[src/rtl/tbase_pkg.sv]
package tbase_pkg;
  localparam int ADDR_W = 3;
  localparam logic [ADDR_W-1:0] A_CTRL   = 3'd0;
  localparam logic [ADDR_W-1:0] A_FLAG   = 3'd1;
  localparam logic [ADDR_W-1:0] A_CMD    = 3'd2;
  localparam logic [ADDR_W-1:0] A_COUNT  = 3'd3;
  localparam logic [ADDR_W-1:0] A_PSC    = 3'd4;
  localparam logic [ADDR_W-1:0] A_RELOAD = 3'd5;
endpackage

[src/rtl/tbase_presc.sv]
module tbase_presc #(
  parameter int PSC_W = 16
) (
  input  logic             clk,
  input  logic             rst_n,
  input  logic             tick_en,
  input  logic             load_evt,
  input  logic [PSC_W-1:0] psc_pre,
  output logic             cnt_tick,
  output logic [PSC_W-1:0] psc_act
);
  logic [PSC_W-1:0] div_q;

  // A step is released when the divider has seen psc_act+1 ticks.
  function automatic logic last_tick(logic [PSC_W-1:0] div, logic [PSC_W-1:0] lim);
    return div == lim;
  endfunction

  assign cnt_tick = tick_en && last_tick(div_q, psc_act);

  always_ff @(posedge clk or negedge rst_n) begin
    if (!rst_n) begin
      div_q   <= '0;
      psc_act <= '0;
    end else if (load_evt) begin
      div_q   <= '0;
      psc_act <= psc_pre;
    end else if (tick_en) begin
      div_q <= cnt_tick ? '0 : div_q + 1'b1;
    end
  end
endmodule

[src/rtl/tbase_counter.sv]
module tbase_counter #(
  parameter int CNT_W = 32
) (
  input  logic             clk,
  input  logic             rst_n,
  input  logic             cnt_tick,
  input  logic             force_upd,
  input  logic [CNT_W-1:0] reload,
  output logic [CNT_W-1:0] cnt,
  output logic             wrap
);
  function automatic logic [CNT_W-1:0] next_count(
    logic [CNT_W-1:0] cur, logic [CNT_W-1:0] lim, logic adv, logic clr);
    if (clr)                        return '0;
    else if (!adv || lim == '0)     return cur;
    else if (cur == lim)            return '0;
    else                            return cur + 1'b1;
  endfunction

  assign wrap = cnt_tick && (reload != '0) && (cnt == reload);

  always_ff @(posedge clk or negedge rst_n) begin
    if (!rst_n) cnt <= '0;
    else        cnt <= next_count(cnt, reload, cnt_tick, force_upd);
  end
endmodule

[src/rtl/tbase_regs.sv]
module tbase_regs
  import tbase_pkg::*;
#(
  parameter int CNT_W = 32,
  parameter int PSC_W = 16
) (
  input  logic              clk,
  input  logic              rst_n,
  input  logic              wr_en,
  input  logic [ADDR_W-1:0] wr_addr,
  input  logic [CNT_W-1:0]  wr_data,
  input  logic [ADDR_W-1:0] rd_addr,
  input  logic              upd_evt,
  input  logic [CNT_W-1:0]  cnt,
  output logic [CNT_W-1:0]  rd_data,
  output logic [PSC_W-1:0]  psc_pre,
  output logic [CNT_W-1:0]  reload,
  output logic              ug_cmd,
  output logic              flag
);
  logic remap_q;

  function automatic logic [CNT_W-1:0] count_view(
    logic [CNT_W-1:0] c, logic rmp, logic f);
    logic [CNT_W-1:0] v;
    v = c;
    if (rmp) v[CNT_W-1] = f;
    return v;
  endfunction

  assign ug_cmd = wr_en && (wr_addr == A_CMD) && wr_data[0];

  always_ff @(posedge clk or negedge rst_n) begin
    if (!rst_n) begin
      remap_q <= 1'b0;
      psc_pre <= '0;
      reload  <= '1;
    end else if (wr_en) begin
      case (wr_addr)
        A_CTRL:   remap_q <= wr_data[0];
        A_PSC:    psc_pre <= wr_data[PSC_W-1:0];
        A_RELOAD: reload  <= wr_data;
        default:  ;
      endcase
    end
  end

  always_ff @(posedge clk or negedge rst_n) begin
    if (!rst_n)                                         flag <= 1'b0;
    else if (upd_evt)                                   flag <= 1'b1;
    else if (wr_en && wr_addr == A_FLAG && !wr_data[0]) flag <= 1'b0;
  end

  always_comb begin
    case (rd_addr)
      A_CTRL:   rd_data = {{(CNT_W-1){1'b0}}, remap_q};
      A_FLAG:   rd_data = {{(CNT_W-1){1'b0}}, flag};
      A_COUNT:  rd_data = count_view(cnt, remap_q, flag);
      A_PSC:    rd_data = {{(CNT_W-PSC_W){1'b0}}, psc_pre};
      A_RELOAD: rd_data = reload;
      default:  rd_data = '0;
    endcase
  end
endmodule

[src/rtl/tbase_top.sv]
module tbase_top
  import tbase_pkg::*;
#(
  parameter int CNT_W = 32,
  parameter int PSC_W = 16
) (
  input  logic              clk,
  input  logic              rst_n,
  input  logic              tick_en,
  input  logic              trig_rst,
  input  logic              wr_en,
  input  logic [ADDR_W-1:0] wr_addr,
  input  logic [CNT_W-1:0]  wr_data,
  input  logic [ADDR_W-1:0] rd_addr,
  output logic [CNT_W-1:0]  rd_data,
  output logic              upd_evt,
  output logic              irq
);
  logic             cnt_tick;
  logic             force_upd;
  logic             wrap_evt;
  logic             ug_cmd;
  logic             flag_q;
  logic [CNT_W-1:0] cnt_q;
  logic [CNT_W-1:0] reload_q;
  logic [PSC_W-1:0] psc_pre;
  logic [PSC_W-1:0] psc_act;

  assign force_upd = ug_cmd | trig_rst;
  assign upd_evt   = force_upd | wrap_evt;
  assign irq       = flag_q;

  tbase_presc #(.PSC_W(PSC_W)) u_presc (
    .clk(clk), .rst_n(rst_n), .tick_en(tick_en), .load_evt(upd_evt),
    .psc_pre(psc_pre), .cnt_tick(cnt_tick), .psc_act(psc_act));

  tbase_counter #(.CNT_W(CNT_W)) u_cnt (
    .clk(clk), .rst_n(rst_n), .cnt_tick(cnt_tick), .force_upd(force_upd),
    .reload(reload_q), .cnt(cnt_q), .wrap(wrap_evt));

  tbase_regs #(.CNT_W(CNT_W), .PSC_W(PSC_W)) u_regs (
    .clk(clk), .rst_n(rst_n), .wr_en(wr_en), .wr_addr(wr_addr),
    .wr_data(wr_data), .rd_addr(rd_addr), .upd_evt(upd_evt), .cnt(cnt_q),
    .rd_data(rd_data), .psc_pre(psc_pre), .reload(reload_q),
    .ug_cmd(ug_cmd), .flag(flag_q));
endmodule

[config.mk]
export PLATFORM = sky130hd
export DESIGN_NAME = tbase_top
export DESIGN_NICKNAME = d
export VERILOG_FILES = /design/src/rtl/tbase_pkg.sv /design/src/rtl/tbase_presc.sv /design/src/rtl/tbase_counter.sv /design/src/rtl/tbase_regs.sv /design/src/rtl/tbase_top.sv
export SDC_FILE = /design/constraint.sdc
export NUM_CORES = 1
export LEC_CHECK = 0
export BUFFER_PORTS_ARGS = -buffer_cell sky130_fd_sc_hd__buf_2
export CORE_AREA = 2 2 111 113
export CTS_CLUSTER_SIZE = 30
export DETAILED_ROUTE_END_ITERATION = 8
export DIE_AREA = 0 0 113 115
export PLACE_DENSITY = 0.89
export SYNTH_ARGS = -nofsm -noshare
export SYNTH_HDL_FRONTEND = slang
export SYNTH_HIERARCHICAL = 1
export SYNTH_SLANG_ARGS = --single-unit
[constraint.sdc]
create_clock -name clk -period 7.5 [get_ports clk]
set_input_delay 0.75 -clock clk [delete_from_list [all_inputs] [get_ports clk]]
set_output_delay 0.75 -clock clk [all_outputs]
set_load 0.1 [all_outputs]
==> results.md, run 1 <==
* Via count at 5,866
* Fmax at 235 MHz
* CP endpoint kind: primary output
* Drc violations at 6
* # IOs at between 70 and 80
* Arr. time, crit path at ~3500 ps
* Synth area leaders: dfrtp_1 (30%), dfstp_2 (12%), mux2_2 (9.4%)
* Setup TNS at 0 ps
* Post-Layout Inst Area at 7790 um2
* Layout cells sized above 1 at between 30% and 40%
* Seq/Total Area, Yosys at around two fifths
* Violated checks: DRC
* Commonest non-fill, non-tap cell in the layout: dfrtp_1
* Most frequent cells in the layout: dfrtp_1 (82), buf_2 (75), mux2_2 (58)
* Final Slew Violations at 0
* Number of diodes at 0
* Max Cap Viol at 0
* Skew-Pair Late Insertion Delay at about 420 ps
* Async SR Flop Fraction at 100%
* Synth warn at 6
* Largest net degree at the start of global routing at 72
* Initial DRC count at 927
* Routed wire per std cell at about 23 um
* Initial antenna violation count at 0
* Period utilisation layout at a little under three fifths
* WL final at 19,500 um
* FF+latch area at roughly 2900 um2
* All-layer global routing usage at a little under a third
* First drt pass iteration count at 9
* Filler cell count at 839
* Gr ovfl total at 0
* Worst min path class: input port to async pin
* Worst-margin pin slew at 1070 ps
* Synth area leader: dfrtp_1
* Synth Flop Type: dfrtp_1
* Avg Cell Area, Syn at between 10 and 15 um2
* RSZ-0062 raised after global routing: no
* Vias in the first global route at 5,724
* Die W at 113 um
* Result of the run: complete, but fails checks
* Min cycle time layout at roughly 4300 ps
* Die ar. at between 10,000 and 15,000 um2
* Final setup violating endpoints at 0
* Post-synth EDFFs at 0
* Routability cong. at between 0.9 and 1
* Cells after synthesis at 637
* Crit path max fanout at 15
* Fin. Hold Viols at 0
* Post-cts resize count at 0
* Mapped cell area at about 6900 um2
* Slew headroom at between 20% and 30%
* Initial core utilization at 58.6%
* Post-Route Utilization at about two thirds
* Post-synth top area share at about 30%
* Area delta synth->final at 12.5%
* Root Buffer: clkbuf_16
* Core Region at 11,800 um2
* Clock tree from TritonCTS: yes
* WS Path Type: flip-flop to primary output
* Hold_buf cts at 0
* Row count at 40
* Pwr dens at around 260 nW/um2
* Post-DP Area at just over 7000 um2
* CTS sink count at between 100 and 150
* Final Skew at ~6.6 ps
* Post-DP HPWL at 12,800 um
* Htree depth at 4
* CTS Buf Count at 17
* Quantity of I/O buffers inserted on ports at between 70 and 80
* NumNets Final at ~730
* First-pass GRT wire length at approximately 31,000 um
* Vias/cell at slightly below 7
* Reg clk slew, reported paths at ~60 ps
* Distinct cell type count after synthesis at 65
* Post-CTS Setup Bufs at 0
* Lkg Pwr at approximately 0.0032 uW
* CP required at between 6000 and 7000 ps
* Peak supply drop at ~0.2 mV
* Post-route ant nets at 0
* Multi-input logic area at about 3700 um2
* Clock Tree Buf Depth at 2
* Worst Setup Start Kind: flip-flop
* Die span in y at 115 um
* Post-Syn Nets at between 600 and 700
* Flip-flop and latch count after synthesis at 114
==> worst max-delay path: stages (launching register included) <==
cell and delay [ps]:
dfrtp_1 460, xor2_1 180, or4_4 560, nor4_4 700, o21ai_2 370, nor2_1 250, or3_1 150, buf_2 420
==> through the flow <==
step,std cells,total power (uW),worst slack (ps),hold slack [ps]
floorplan,637,1110,3520,454
global placement,815,1210,3920,511
detailed placement,815,1230,3770,521
CTS,847,2040,3320,344
global route,847,2110,3160,363
finish,847,2050,3240,330
==> per-layer routing <==
layer	wire length [um]	global-route usage, %	vias up
met1	7470	39.6	2803
met5	0	0	-
met2	9010	49.8	491
li1	-	-	2468
met4	781	12.9	0
met3	2200	8.59	104
==> registers in the layout, summed over array words and instances, names as in the netlist <==
register	cells
u_presc/div_q	16
u_cnt/cnt	32
u_regs/reload	32
u_regs/psc_pre	16
u_presc/psc_act	16
u_regs/remap_q	1
u_regs/flag	1
==> path summary, 6_finish.rpt <==
check / end / slack [ps] / startpoint / cells after the start
max: upd_evt / 3240 / u_presc/div_q[6] / 7
min: u_regs/psc_pre[9] / 330 / rst_n / 1
max reg2reg: u_presc/div_q[10] / 3580 / u_presc/div_q[6] / 12
min reg2reg: u_presc/psc_act[1] / 530 / u_presc/psc_act[1] / 1
max in group asynchronous: u_cnt/cnt[4] / 5880 / rst_n / 2
min in group clk: u_presc/psc_act[1] / 530 / u_presc/psc_act[1] / 1
==> report_power, final <==
part / internal, uW / leakage, uW / total, uW / switching [uW]
Sequential: 730 / 0.00141 / 837 / 107
Combinational: 163 / 0.00148 / 403 / 240
Clock: 522 / 0.000281 / 808 / 286
==> kinds of logic (layout without fill, tap and decap cells) <==
logic type	count (synthesis)	after routing	share of synthesized area, %
buf+inv	54	117	4.93
fa+ha+maj	2	2	0.361
simple gates	220	220	19.1
compound gates	96	96	10.7
xor+xnor	57	57	7.75
flops	114	114	41.8
mux	94	94	15.4
==> synth_stat cells, drive strengths merged, types with 6 or more instances <==
cell type	count
o31ai	13
nor4	21
nor3	21
xnor2	42
o2bb2ai	15
a22oi	19
nor2b	28
buf	38
o21ai	6
a32oi	11
xor2	15
dfrtp	82
nand3	24
mux2	68
nand4	30
and4	6
a21oi	10
dfstp	32
mux2i	26
nor2	26
clkbuf	10
nand2	36
inv	6
==> final cells by class <==
cell class / instances / area share [%]
inverters: 6 / 0.289
well taps: 147 / 2.36
multi-input cells: 469 / 47.4
repair buffers: 79 / 5.21
flip-flops and latches: 114 / 37.2
clock buffers: 23 / 6.27
clock inverters: 9 / 1.35
(Power assumes the default switching activity.)
==> run 2, diff against run 1 <==
Settings changed: CORE_AREA 2 2 111 113 to 2 2 117 119, DIE_AREA 0 0 113 115 to 0 0 119 121, PLACE_DENSITY 0.89 to 0.85.
Clock period 7.5 ns to 3.5 ns, I/O delays scaled along.
==> run 2 against run 1 <==
Net effect: the run now ends clean; flip-flop and latch count did not move; wire length decreased by 2.9%; core utilization fell by 5.1 points; die area up 11%; power increased by 120%; clock power is 130% higher; sequential share of layout area shrank 0.78 points; critical path depth is the same; via count is 3.5% lower; global-route usage is 3.7 points lower; largest power group is now the clock network; highest routed layer unchanged.
==> results.md, run 2 (synthesis gave the netlist of run 1 again) <==
* Result of the run: finished clean
* Post-DP HPWL at 13,300 um
* Post-route ant nets at 0
* Worst min path class: input port to async pin
* Reg clk slew, reported paths at about 60 ps
* Post-cts resize count at 0
* Final setup violating endpoints at 0
* Drc violations at 0
* Arr. time, crit path at about 3000 ps
* Crit path max fanout at 26
* WS Path Type: flip-flop to primary output
* Htree depth at 4
* Power, Total at 4490 uW
* Peak supply drop at around 0.41 mV
* Worst Setup Start Kind: flip-flop
* CTS sink count at about 110
* Biggest regs: u_cnt/cnt (32), u_regs/reload (32)
* Core Region at ~13,000 um2
* Commonest non-fill, non-tap cell in the layout: dfrtp_1
* Combinational power share at approximately a fifth
* Fmax at roughly 300 MHz
* R2R setup slack at ~320 ps
* CP required at 3150 ps
* Reg2reg path depth at 11
* Clock Tree Buf Depth at 2
* Sequential power share at between 30% and 40%
* Pwr dens at 565 nW/um2
* Quantity of I/O buffers inserted on ports at 76
* Root Buffer: clkbuf_16
* Final Skew at 8.73 ps
* Worst setup margin at 118 ps
* Most frequent cells in the layout: dfrtp_1 (82), buf_2 (74), mux2_2 (58)
* Worst-margin pin slew at 1060 ps
* P_sw at about 1300 uW
* RSZ-0062 raised after global routing: no
* Max Cap Viol at 0
* Skew-Pair Late Insertion Delay at between 400 and 500 ps
* Min cycle time layout at between 3000 and 4000 ps
* Area delta synth->final at 14.9%
* NumNets Final at 741
* Die W at roughly 120 um
* All-layer global routing usage at 27.2%
* # IOs at 77
* Routability cong. at between 0.9 and 1
* Number of diodes at 0
* CTS Buf Count at 17
* Final Slew Violations at 0
* First-pass GRT wire length at 30,400 um
* Fin. Hold Viols at 0
* Clock power share at about two fifths
* P_int at approximately 3100 uW
* Post-Layout Inst Area at 7950 um2
* Switching share of power at roughly 30%
* Clock tree from TritonCTS: yes
* Routed wire per std cell at 21.4 um
* Via count at 5,659
* Slew headroom at about 30%
* Setup TNS at 0 ps
* Vias/cell at around 6.4
* Die ar. at roughly 14,000 um2
* Initial antenna violation count at 1
* Layout cells sized above 1 at between 30% and 40%
* First drt pass iteration count at 6
* Setup WS pre-CTS at 429 ps
* Period utilisation layout at between 90 and 100%
* Vias in the first global route at 5,640
* Lkg Pwr at 0.00324 uW
* Initial core utilization at between 50% and 60%
* Initial DRC count at between 700 and 800
* Largest net degree at the start of global routing at 83
* Post-CTS Setup Bufs at 0
* Hold_buf cts at 0
* Die span in y at 121 um
* Gr ovfl total at 0
* Row count at between 40 and 50
* Filler cell count at a little over 1,000
* Post-DP Area at ~7300 um2
* CP endpoint kind: primary output
* WL final at 18,900 um
==> run 2: final timing paths <==
check	from	end
setup / recovery	u_presc/div_q[3]	upd_evt
hold / removal	rst_n	u_regs/psc_pre[10]
setup reg to reg	u_presc/div_q[3]	u_presc/div_q[10]
hold reg to reg	u_presc/psc_act[6]	u_presc/psc_act[6]
min in group clk	wr_data[23]	u_regs/reload[23]
max in group asynchronous	rst_n	u_regs/reload[16]
==> run 2: power by group through the flow <==
stage	clock network [uW]	logic [uW]	registers [uW]
after floorplan	0	669	1710
after global placement	0	822	1770
after detailed placement	0	841	1790
after CTS	1870	853	1780
after global routing	1930	909	1800
final	1850	858	1780
==> run 2: routing by layer <==
| layer | vias to the layer above | part of all wire (%) | track usage [%] |
|---|---|---|---|
| li1 | 2496 | - | - |
| met1 | 2806 | 42 | 37.1 |
| met2 | 317 | 47 | 41.8 |
| met3 | 40 | 8.8 | 7.47 |
| met4 | 0 | 2.2 | 9.60 |
| met5 | - | 0 | 0 |
==> run 2: final cells by class <==
| cell class | count | area [um2] | share of cell area [%] |
|---|---|---|---|
| clock buffers | 19 | 453 | 5.70 |
| clock inverters | 13 | 183 | 2.30 |
| inverters | 6 | 22.5 | 0.283 |
| multi-input cells | 469 | 3690 | 46.4 |
| flip-flops and latches | 114 | 2890 | 36.4 |
| well taps | 176 | 220 | 2.77 |
| repair buffers | 88 | 488 | 6.14 |
==> run 2: worst max-delay path: stages (launching register included) <==
cell and delay (ps):
dfrtp_1 470, xor2_1 190, or4_4 550, nor4_4 380
o21ai_2 260, nor2_1 190, or3_4 340, buf_12 220
==> run 2: stage by stage <==
stage               hold slack [ps]  cells  util, %
detailed placement              520    853     55.9
finish                          123    885     60.8
CTS                             148    885     60.8
floorplan                      54.4    637        -
global route                    157    885     60.8
global placement                516    853     55.9
